## config.mk

```make
export PLATFORM = sky130hd
export DESIGN_NAME = adc_frame_reader
export DESIGN_NICKNAME = d
export VERILOG_FILES = /design/src/rtl/adc_rd_pkg.sv /design/src/rtl/adc_rd_tick.sv /design/src/rtl/adc_rd_shift.sv /design/src/rtl/adc_frame_reader.sv
export SDC_FILE = /design/constraint.sdc
export NUM_CORES = 1
export LEC_CHECK = 0
export ABC_AREA = 0
export CAP_MARGIN = 10
export CORE_ASPECT_RATIO = 1.5
export CORE_MARGIN = 2
export CORE_UTILIZATION = 50
export DETAILED_ROUTE_END_ITERATION = 8
export GPL_TIMING_DRIVEN = 0
export PLACE_DENSITY = 0.75
export SKIP_CTS_REPAIR_TIMING = 1
export SLEW_MARGIN = 20
export SYNTH_ARGS = -nofsm -noshare
export SYNTH_HDL_FRONTEND = slang
export SYNTH_SLANG_ARGS = --single-unit
```

## constraint.sdc

```tcl
create_clock -name clk -period 1.7 [get_ports clk]
set_clock_uncertainty 0.05 [all_clocks]
set_input_delay 0.17 -clock clk [delete_from_list [all_inputs] [get_ports clk]]
set_output_delay 0.17 -clock clk [all_outputs]
set_load 0.01 [all_outputs]
```

## src/rtl/adc_rd_pkg.sv

```systemverilog
package adc_rd_pkg;

   typedef enum logic [1:0] {
      ST_IDLE  = 2'd0,
      ST_POLL  = 2'd1,
      ST_SHIFT = 2'd2
   } rd_state_e;

   // status, dummy, sign and range bits ahead of the code
   localparam int unsigned HDR_BITS = 4;

   function automatic int unsigned cnt_width(input int unsigned n);
      return (n > 1) ? $clog2(n) : 1;
   endfunction

endpackage

```

## src/rtl/adc_rd_tick.sv

```systemverilog
module adc_rd_tick #(
   parameter int unsigned LIMIT = 4
) (
   input  logic clk,
   input  logic rst_n,
   input  logic en,
   input  logic clr,
   output logic tc
);
   localparam int unsigned W = adc_rd_pkg::cnt_width(LIMIT);
   localparam logic [W-1:0] LAST = W'(LIMIT - 1);

   logic [W-1:0] cnt_q;

   generate
      if (LIMIT < 1) begin : g_bad_limit
         $error("adc_rd_tick: LIMIT must be at least 1");
      end
   endgenerate

   assign tc = en && (cnt_q == LAST);

   always_ff @(posedge clk or negedge rst_n) begin
      if (!rst_n)
         cnt_q <= '0;
      else if (clr)
         cnt_q <= '0;
      else if (en)
         cnt_q <= tc ? '0 : cnt_q + 1'b1;
   end

   AST_TICK_RANGE: assert property (@(posedge clk) disable iff (!rst_n) cnt_q <= LAST);

endmodule

```

## src/rtl/adc_rd_shift.sv

```systemverilog
module adc_rd_shift #(
   parameter int unsigned FRAME_W = 32
) (
   input  logic               clk,
   input  logic               rst_n,
   input  logic               clr,
   input  logic               shift_en,
   input  logic               bit_i,
   output logic [FRAME_W-1:0] frame_o,
   output logic               full_o
);
   localparam int unsigned CW = $clog2(FRAME_W + 1);
   localparam logic [CW-1:0] FULL = CW'(FRAME_W);

   logic [CW-1:0]      count_q;
   logic [FRAME_W-1:0] frame_q;

   generate
      if (FRAME_W < 2) begin : g_bad_frame
         $error("adc_rd_shift: FRAME_W must be at least 2");
      end
   endgenerate

   always_ff @(posedge clk or negedge rst_n) begin
      if (!rst_n) begin
         count_q <= '0;
         frame_q <= '0;
      end else if (clr) begin
         count_q <= '0;
         frame_q <= '0;
      end else if (shift_en) begin
         count_q <= count_q + 1'b1;
         frame_q <= {frame_q[FRAME_W-2:0], bit_i};
      end
   end

   assign frame_o = frame_q;
   assign full_o  = (count_q == FULL);

   AST_NO_EXTRA_BIT: assert property (@(posedge clk) disable iff (!rst_n) full_o |-> !shift_en);
   AST_COUNT_BOUND:  assert property (@(posedge clk) disable iff (!rst_n) count_q <= FULL);

endmodule

```

## src/rtl/adc_frame_reader.sv

```systemverilog
module adc_frame_reader #(
   parameter int unsigned HALF_CLKS    = 2,
   parameter int unsigned POLL_CLKS    = 4,
   parameter int unsigned TIMEOUT_CLKS = 40,
   parameter int unsigned DATA_W       = 24,
   parameter int unsigned SUB_W        = 4
) (
   input  logic              clk,
   input  logic              rst_n,
   input  logic              start_i,
   input  logic              sdo_i,
   input  logic              res_ready_i,
   output logic              cs_n_o,
   output logic              sck_o,
   output logic              res_valid_o,
   output logic [DATA_W-1:0] res_code_o,
   output logic              res_sign_o,
   output logic              res_ovr_o,
   output logic [SUB_W-1:0]  res_sub_o,
   output logic              res_frame_err_o,
   output logic              res_timeout_o
);
   import adc_rd_pkg::*;

   localparam int unsigned FRAME_W  = HDR_BITS + DATA_W + SUB_W;
   localparam int unsigned POS_DMY  = FRAME_W - 2;
   localparam int unsigned POS_SIGN = FRAME_W - 3;
   localparam int unsigned POS_OVR  = FRAME_W - 4;

   generate
      if (HALF_CLKS < 1) begin : g_bad_half
         $error("adc_frame_reader: HALF_CLKS must be at least 1");
      end
      if (POLL_CLKS < 1) begin : g_bad_poll
         $error("adc_frame_reader: POLL_CLKS must be at least 1");
      end
      if (DATA_W < 1 || SUB_W < 1) begin : g_bad_fields
         $error("adc_frame_reader: DATA_W and SUB_W must be at least 1");
      end
   endgenerate

   rd_state_e          state_q;
   logic               cs_n_q, sck_q, valid_q;
   logic [DATA_W-1:0]  code_q;
   logic [SUB_W-1:0]   sub_q;
   logic               sign_q, ovr_q, ferr_q, tout_q;

   logic               in_poll, in_shift;
   logic               poll_tc, half_tc, tout_tc;
   logic               rise_ev, start_ok, ready_seen;
   logic [FRAME_W-1:0] frame_w;
   logic               frame_full;

   assign in_poll  = (state_q == ST_POLL);
   assign in_shift = (state_q == ST_SHIFT);

   adc_rd_tick #(.LIMIT(POLL_CLKS)) i_poll_tick (
      .clk   (clk),
      .rst_n (rst_n),
      .en    (in_poll),
      .clr   (!in_poll),
      .tc    (poll_tc)
   );

   adc_rd_tick #(.LIMIT(HALF_CLKS)) i_half_tick (
      .clk   (clk),
      .rst_n (rst_n),
      .en    (in_shift),
      .clr   (!in_shift),
      .tc    (half_tc)
   );

   generate
      if (TIMEOUT_CLKS > 0) begin : g_tout
         adc_rd_tick #(.LIMIT(TIMEOUT_CLKS)) i_tout_tick (
            .clk   (clk),
            .rst_n (rst_n),
            .en    (in_poll),
            .clr   (!in_poll),
            .tc    (tout_tc)
         );
      end else begin : g_no_tout
         assign tout_tc = 1'b0;
      end
   endgenerate

   assign rise_ev    = in_shift && half_tc && !sck_q;
   assign ready_seen = poll_tc && !sdo_i;
   assign start_ok   = (state_q == ST_IDLE) && start_i && !valid_q;

   adc_rd_shift #(.FRAME_W(FRAME_W)) i_shift (
      .clk      (clk),
      .rst_n    (rst_n),
      .clr      (in_poll),
      .shift_en (rise_ev),
      .bit_i    (sdo_i),
      .frame_o  (frame_w),
      .full_o   (frame_full)
   );

   always_ff @(posedge clk or negedge rst_n) begin
      if (!rst_n) begin
         state_q <= ST_IDLE;
         cs_n_q  <= 1'b1;
         sck_q   <= 1'b0;
         valid_q <= 1'b0;
         code_q  <= '0;
         sign_q  <= 1'b0;
         ovr_q   <= 1'b0;
         sub_q   <= '0;
         ferr_q  <= 1'b0;
         tout_q  <= 1'b0;
      end else begin
         if (valid_q && res_ready_i)
            valid_q <= 1'b0;
         unique case (state_q)
            ST_IDLE: begin
               if (start_ok) begin
                  state_q <= ST_POLL;
                  cs_n_q  <= 1'b0;
               end
            end
            ST_POLL: begin
               if (ready_seen) begin
                  state_q <= ST_SHIFT;
               end else if (tout_tc) begin
                  state_q <= ST_IDLE;
                  cs_n_q  <= 1'b1;
                  valid_q <= 1'b1;
                  code_q  <= '0;
                  sign_q  <= 1'b0;
                  ovr_q   <= 1'b0;
                  sub_q   <= '0;
                  ferr_q  <= 1'b0;
                  tout_q  <= 1'b1;
               end
            end
            ST_SHIFT: begin
               if (half_tc) begin
                  sck_q <= ~sck_q;
                  if (sck_q && frame_full) begin
                     state_q <= ST_IDLE;
                     cs_n_q  <= 1'b1;
                     valid_q <= 1'b1;
                     code_q  <= frame_w[SUB_W +: DATA_W];
                     sign_q  <= frame_w[POS_SIGN];
                     ovr_q   <= frame_w[POS_OVR];
                     sub_q   <= frame_w[SUB_W-1:0];
                     ferr_q  <= frame_w[POS_DMY];
                     tout_q  <= 1'b0;
                  end
               end
            end
            default: state_q <= ST_IDLE;
         endcase
      end
   end

   assign cs_n_o          = cs_n_q;
   assign sck_o           = sck_q;
   assign res_valid_o     = valid_q;
   assign res_code_o      = code_q;
   assign res_sign_o      = sign_q;
   assign res_ovr_o       = ovr_q;
   assign res_sub_o       = sub_q;
   assign res_frame_err_o = ferr_q;
   assign res_timeout_o   = tout_q;

   AST_IDLE_CS_HIGH:    assert property (@(posedge clk) disable iff (!rst_n) (state_q == ST_IDLE) |-> (cs_n_q && !sck_q));
   AST_START_LOWERS_CS: assert property (@(posedge clk) disable iff (!rst_n) start_ok |=> !cs_n_q);
   AST_SCK_LOW_POLL:    assert property (@(posedge clk) disable iff (!rst_n) in_poll |-> !sck_q);
   AST_SCK_NEEDS_CS:    assert property (@(posedge clk) disable iff (!rst_n) sck_q |-> !cs_n_q);
   AST_CS_RISE_VALID:   assert property (@(posedge clk) disable iff (!rst_n) $rose(cs_n_q) |-> valid_q);
   AST_FERR_NOT_TOUT:   assert property (@(posedge clk) disable iff (!rst_n) (valid_q && ferr_q) |-> !tout_q);
   AST_TOUT_FROM_POLL:  assert property (@(posedge clk) disable iff (!rst_n) $rose(tout_q) |-> $past(in_poll));
   AST_HOLD_STABLE:     assert property (@(posedge clk) disable iff (!rst_n)
                           (valid_q && !res_ready_i) |=> (valid_q && $stable(code_q) && $stable(sub_q) &&
                           $stable(sign_q) && $stable(ovr_q) && $stable(ferr_q) && $stable(tout_q)));
   AST_VALID_DROP:      assert property (@(posedge clk) disable iff (!rst_n) (valid_q && res_ready_i) |=> !valid_q);
   AST_NO_START_PEND:   assert property (@(posedge clk) disable iff (!rst_n) valid_q |=> cs_n_q);

endmodule

```

==> impl_metrics.env, run 1 <==
export IMPL_ys_seq_area_share_pct=56.4
export IMPL_cts_htree_levels=3
export IMPL_cpPeakStageDelay_ns=0.43
export IMPL_path_clk_slew_ns=0.09
export IMPL_cts_tree="done"
export IMPL_fin_util_pct=65.6
export IMPL_drc_errors=0
export IMPL_cts_sinks=83
export IMPL_synth_cell_types=36
export IMPL_cp_buffers_inverters=3
export IMPL_place_congestion=0.742
export IMPL_finalCritPeriodShare_pct=117
export IMPL_syn_nets=385
export IMPL_cp_max_fo=7
export IMPL_setup_viol=34
export IMPL_ios=40
export IMPL_maxCapViolations=0
export IMPL_startpoint="i_shift.count_q[0]$_DFFE_PN0P_"
export IMPL_first_pass_iters=5
export IMPL_total_power_uw=5220
export IMPL_critPathKind="reg2reg"
export IMPL_drive_above_1_share_pct=14.7
export IMPL_antenna_found_initial=0
export IMPL_avgViaCountPerCell=4.96
export IMPL_grt_max_degree=60
export IMPL_pre_cts_ws_ns=-0.340
export IMPL_drtAntennaViolNets=0
export IMPL_netlist_area_mm2=0.00369
export IMPL_endpoint_kind="flop"
export IMPL_num_antenna_cells=0
export IMPL_total_leakage_power_uw=0.00215
export IMPL_rsz0062_at_grt="true"
export IMPL_wl_mm=7.27
export IMPL_grt_pass1_vias=2577
export IMPL_hold_viol=0
export IMPL_multi_input_area_mm2=0.00141
export IMPL_cts_root_buf="clkbuf_8"
export IMPL_die_height_um=109
export IMPL_num_fill_cells=564
export IMPL_coreArea_mm2=0.00718
export IMPL_r2r_start="i_shift.count_q[0]$_DFFE_PN0P_"
export IMPL_ys_ff_latch=83
export IMPL_cts_buffers=9
export IMPL_start_kind="flop"
export IMPL_syn_inst=373
export IMPL_worst_slew_pin_slew_ns=0.478
export IMPL_start_util_pct=51.3
export IMPL_portBuffers=39
export IMPL_violations="negative setup slack"
export IMPL_crit_family="compound AO/OA/AOI/OAI gates"
export IMPL_ir_drop_uv=1000
export IMPL_hold_path_class="in2async"
export IMPL_drt_initial_drc_count=171
export IMPL_drv_slew=0
export IMPL_crit_required_ns=1.89
export IMPL_cts_max_path_buffers=2
export IMPL_critPathArrivalTime_ns=2.18
export IMPL_final_nets=449
export IMPL_clkLatencyLatePin_ns=0.36
export IMPL_synth_warnings=0
export IMPL_area_growth_pct=27.7
export IMPL_fp_dieW_um=74.1
export IMPL_power_density_mw_per_mm2=1110
export IMPL_crit_slowest_cell="dfrtp_1"
export IMPL_track_usage_pct=18.6
export IMPL_cp_cell_sequence="inv_2 > ha_4 > nand2b_4 > o41ai_4 > o2111ai_4 > buf_12 > buf_8 > mux2i_2"
export IMPL_fmax_mhz=503
export IMPL_wl_per_cell_um=13.4
export IMPL_setup_ws_ns=-0.288
export IMPL_regArea_mm2=0.00208
export IMPL_whs_ns=0.210
export IMPL_overflow=0
export IMPL_grt_pass1_wl_mm=11.5
export IMPL_status="complete, but fails checks"
export IMPL_dpl_hpwl_mm=4.78
export IMPL_synth_area_per_cell_um2=9.88
export IMPL_vias=2689
export IMPL_finalCriticalPeriod_ns=1.99
export IMPL_slew_headroom_pct=68.2
export IMPL_die_area_mm2=0.00809
export IMPL_num_rows=38
==> placed cells by master, fill, tap and decap left out, drive strengths merged, types with 2 or more instances in the layout <==
cell	n
nand2	105
dfrtp	82
inv	45
clkdlybuf4s50	38
a21oi	33
mux2i	32
buf	22
clkbuf	21
nor2	11
ha	7
xor2	6
nand4	4
o21ai	4
nand3	3
and2	3
xnor2	2
and3	2
o2111ai	2
==> metal layers <==
metal | routed length, µm | global-route usage [%]
met1 | 2910 | 22.1
met2 | 3930 | 31.9
met3 | 253 | 5.08
met4 | 177 | 6.49
met5 | 0 | 0
==> per-stage QoR <==
step | cell area, µm² | instances | setup TNS, ns
after floorplan | 3690 | 373 | -1.73
after global placement | 4210 | 512 | -223.74
after detailed placement | 4230 | 513 | -19.95
after CTS | 4440 | 529 | -20.39
after global routing | 4710 | 542 | -10.54
final | 4710 | 542 | -8.18
==> cells in the mapped netlist, drive strengths merged <==
master	count	area (µm²)
o41ai	1	27.5
ha	7	87.6
nand3b	1	7.51
xor2	6	52.6
a32o	1	10.0
o31a	1	8.76
and3b	1	8.76
and3	2	12.5
nand4b	1	8.76
mux2	1	11.3
nand4	4	25.0
o31ai	1	7.51
clkbuf	16	60.1
and2	3	18.8
buf	4	38.8
a21oi	33	165
o21ai	4	23.8
or4	1	7.51
xnor2	2	17.5
nor2	11	41.3
nand2	105	394
inv	41	154
a2bb2oi	1	8.76
mux2i	32	320
o22ai	1	6.26
nand3	3	15.0
or2	1	6.26
dfstp	1	26.3
dfrtp	82	2050
nor3b	1	7.51
nor2b	1	6.26
nand2b	1	13.8
o2111ai	2	35.0
==> report_power, final <==
part           internal (µW)  switching, µW  total (µW)  leakage [µW]
combinational            809            832        1640      0.000907
clock                    702            768        1470      0.000101
sequential              2060           53.0        2110       0.00115
==> logic make-up (layout without fill, tap and decap cells) <==
family	count (synthesis)	in the layout	synth area share (%)
multiplexers	33	33	9.00
flip-flops	83	83	56.4
XOR/XNOR	8	8	1.90
AND/OR/NAND/NOR	136	136	15.5
buffers and inverters	61	130	6.86
adder cells (fa/ha/maj)	7	7	2.38
AO/OA/AOI/OAI	45	45	7.94
==> state kept, by name (all words and copies together) (netlist names) <==
signal                    count
i_shift.frame_o              31
res_code_o                   24
g_tout.i_tout_tick.cnt_q      6
i_shift.count_q               6
res_sub_o                     4
i_poll_tick.cnt_q             2
state_q                       2
cs_n_o                        1
i_half_tick.cnt_q             1
res_frame_err_o               1
res_ovr_o                     1
res_sign_o                    1
res_timeout_o                 1
res_valid_o                   1
sck_o                         1
==> layout make-up <==
class / count / share of cell area, %
multi-input cells: 229 / 30.0
inverters: 41 / 3.27
plain buffers: 18 / 2.92
repair buffers: 55 / 12.6
well taps: 100 / 2.66
clock buffers: 9 / 2.63
flip-flops and latches: 83 / 44.1
clock inverters: 7 / 1.73
==> worst reg2reg max path, delay by kind of cell (launching register included) <==
kind	cells	cell delay (ns)
simple gates	1	0.06
buf+inv	3	0.43
fa+ha+maj	1	0.13
flops	1	0.43
mux	1	0.15
compound gates	2	0.63
==> worst paths after layout <==
| check | end | slack (ns) | cells after the start |
|---|---|---|---|
| worst min register to register | i_poll_tick.cnt_q[0]$_DFF_PN0_ | 0.39 | 1 |
| worst max register to register | res_code_o[21]$_DFFE_PN0P_ | -0.29 | 8 |
| worst min-delay path | g_tout.i_tout_tick.cnt_q[0]$_DFF_PN0_ | 0.21 | 2 |
| min in group clk | res_valid_o$_DFF_PN0_ | 0.38 | 3 |
| max in group asynchronous | res_code_o[11]$_DFFE_PN0P_ | 0.81 | 3 |
| worst max-delay path | res_code_o[21]$_DFFE_PN0P_ | -0.29 | 8 |
Note: power is estimated with default switching activity, not from simulation.
==> inputs of run 2 (changes only) <==
--- a/config.mk
+++ b/config.mk
@@ -7,12 +7,14 @@
 export LEC_CHECK = 0
 export ABC_AREA = 0
 export CAP_MARGIN = 10
+export CELL_PAD_IN_SITES_DETAIL_PLACEMENT = 0
+export CELL_PAD_IN_SITES_GLOBAL_PLACEMENT = 1
 export CORE_ASPECT_RATIO = 1.5
 export CORE_MARGIN = 2
-export CORE_UTILIZATION = 50
+export CORE_UTILIZATION = 39
 export DETAILED_ROUTE_END_ITERATION = 8
 export GPL_TIMING_DRIVEN = 0
-export PLACE_DENSITY = 0.75
+export PLACE_DENSITY_LB_ADDON = 0.1
 export SKIP_CTS_REPAIR_TIMING = 1
 export SLEW_MARGIN = 20
 export SYNTH_ARGS = -nofsm -noshare
==> run 2 against run 1 <==
Net effect:
- the flow still finishes with violations (negative setup slack)
- first-iteration DRC count shrank 42%
- register-to-register slack gained 0.08 ns
- sequential power is essentially flat
- final area grew 2.0%
- die area grew 27%
- largest power group unchanged
- critical path depth is the same
- non-clock buffer count shrank 1
- clock power grew 36%
==> impl_metrics.env, run 2 (synthesized netlist as in run 1, its figures left out) <==
export IMPL_ios=40
export IMPL_fp_dieW_um=83.4
export IMPL_die_height_um=123
export IMPL_path_clk_slew_ns=0.06
export IMPL_drc_errors=0
export IMPL_seqPwrFrac_pct=36.1
export IMPL_area_growth_pct=30.3
export IMPL_cts_sinks=83
export IMPL_cpPeakStageDelay_ns=0.41
export IMPL_cp_max_fo=5
export IMPL_worst_slew_pin_slew_ns=0.493
export IMPL_status="complete, but fails checks"
export IMPL_cp_buffers_inverters=3
export IMPL_maxCapViolations=0
export IMPL_final_common_cell="nand2_1"
export IMPL_p_switching_uw=1660
export IMPL_finalCritPeriodShare_pct=112
export IMPL_total_leakage_power_uw=0.00219
export IMPL_drt_initial_drc_count=100
export IMPL_cts_buffers=9
export IMPL_finalNonFillerCells=554
export IMPL_wl_per_cell_um=14.5
export IMPL_start_util_pct=40.1
export IMPL_endpoint_kind="flop"
export IMPL_vias=2673
export IMPL_cts_tree="done"
export IMPL_drive_above_1_share_pct=12.9
export IMPL_most_common_layout_cells="nand2_1, dfrtp_1, inv_1"
export IMPL_stdcell_area_mm2=0.00480
export IMPL_track_usage_pct=15.9
export IMPL_start_kind="flop"
export IMPL_grt_pass1_vias=2693
export IMPL_setup_tns_final_ns=-6.90
export IMPL_fmax_mhz=524
export IMPL_die_area_mm2=0.0103
export IMPL_drv_slew=0
export IMPL_crit_slowest_cell="dfrtp_1"
export IMPL_drtAntennaViolNets=0
export IMPL_clkLatencyLatePin_ns=0.34
export IMPL_crit_required_ns=1.87
export IMPL_setup_viol=64
export IMPL_num_antenna_cells=0
export IMPL_first_pass_iters=4
export IMPL_ir_drop_uv=670
export IMPL_finalCriticalPeriod_ns=1.91
export IMPL_p_comb_share_pct=29.7
export IMPL_critPathKind="reg2reg"
export IMPL_clock_power_share_pct=34.2
export IMPL_r2r_setup_slack_ns=-0.21
export IMPL_portBuffers=39
export IMPL_p_sw_share_pct=28.4
export IMPL_antenna_found_initial=0
export IMPL_final_nets=449
export IMPL_pre_cts_ws_ns=-0.411
export IMPL_grt_pass1_wl_mm=12.8
export IMPL_overflow=0
export IMPL_grt_max_degree=53
export IMPL_num_rows=43
export IMPL_hold_path_class="in2async"
export IMPL_critPathArrivalTime_ns=2.08
export IMPL_violations="negative setup slack"
export IMPL_wl_mm=8.02
export IMPL_cp_cell_sequence="inv_2 > ha_4 > nand2b_4 > o41ai_4 > o2111ai_4 > buf_6 > clkbuf_16 > mux2i_1"
export IMPL_power_density_mw_per_mm2=1220
export IMPL_cts_htree_levels=3
export IMPL_crit_family="compound AO/OA/AOI/OAI gates"
export IMPL_r2r_end="res_code_o[3]$_DFFE_PN0P_"
export IMPL_worstRegToRegCells=8
export IMPL_cts_root_buf="clkbuf_16"
export IMPL_place_area_mm2=0.00425
export IMPL_slew_headroom_pct=67.2
export IMPL_place_congestion=0.724
export IMPL_internal_power_uw=4180
export IMPL_cts_max_path_buffers=2
export IMPL_largest_reg_flops=31
export IMPL_avgViaCountPerCell=4.82
export IMPL_setup_ws_ns=-0.210
export IMPL_coreArea_mm2=0.00920
export IMPL_rsz0062_at_grt="true"
export IMPL_dpl_hpwl_mm=5.13
export IMPL_r2r_start="i_shift.count_q[0]$_DFFE_PN0P_"
export IMPL_dp_cells=525
export IMPL_fin_util_pct=52.2
export IMPL_hold_viol=0
-- run 2: worst max-delay path by stage --
stage | from | endpoint | slack [ns] | cells after the start
6_report | i_shift.count_q[0]$_DFFE_PN0P_ | res_code_o[3]$_DFFE_PN0P_ | -0.21 | 8
5_1_grt | i_shift.count_q[0]$_DFFE_PN0P_ | res_code_o[14]$_DFFE_PN0P_ | -0.29 | 8
4_1_cts | state_q[0]$_DFFE_PN0P_ | i_shift.frame_o[12]$_DFFE_PN0P_ | -0.43 | 7
3_5_place_dp | state_q[0]$_DFFE_PN0P_ | i_shift.frame_o[12]$_DFFE_PN0P_ | -0.41 | 7
3_3_place_gp | rst_n | g_tout.i_tout_tick.cnt_q[0]$_DFF_PN0_ | -2.69 | 1
2_1_floorplan | i_shift.count_q[0]$_DFFE_PN0P_ | res_timeout_o$_DFFE_PN0P_ | -0.07 | 7
-- run 2: area by class of cell --
cell class / instances / area [µm²]
clock buffer: 15 / 278
tap: 112 / 140
inverter: 41 / 154
sequential: 83 / 2080
buffer: 18 / 145
clock inverter: 1 / 30.0
timing repair buffer: 54 / 569
multi-input combinational: 230 / 1410
fill: 865 / 4400
-- run 2: power by group through the flow --
stage	Sequential, µW	Clock [µW]	Combinational (µW)
floorplan	2140	0	902
global placement	2140	0	1260
detailed placement	2140	0	1270
CTS	2110	2060	1270
global route	2120	2140	1860
finish	2110	2000	1730
-- run 2: through the flow --
step	hold WS, ns	power, µW
final	0.265	5840
after global routing	0.309	6110
after CTS	-0.266	5440
after detailed placement	0.101	3410
after global placement	0.377	3400
after floorplan	-0.176	3040
-- run 2: worst reg2reg max path, delay by kind of cell, from the launching register on --
| kind | cells | cell delay (ns) |
|---|---|---|
| compound gates | 2 | 0.59 |
| buf+inv | 3 | 0.43 |
| flops | 1 | 0.41 |
| fa+ha+maj | 1 | 0.14 |
| mux | 1 | 0.12 |
| simple gates | 1 | 0.06 |
-- run 2: per-layer routing --
layer / global-route usage, % / wire length (µm) / part of all wire [%] / up-vias
met5: 0 / 0 / 0 / -
met4: 7.07 / 153 / 1.9 / 0
met3: 3.81 / 261 / 3.3 / 11
met2: 27.2 / 4090 / 51 / 45
met1: 19.1 / 3510 / 44 / 1296
li1: - / - / - / 1321
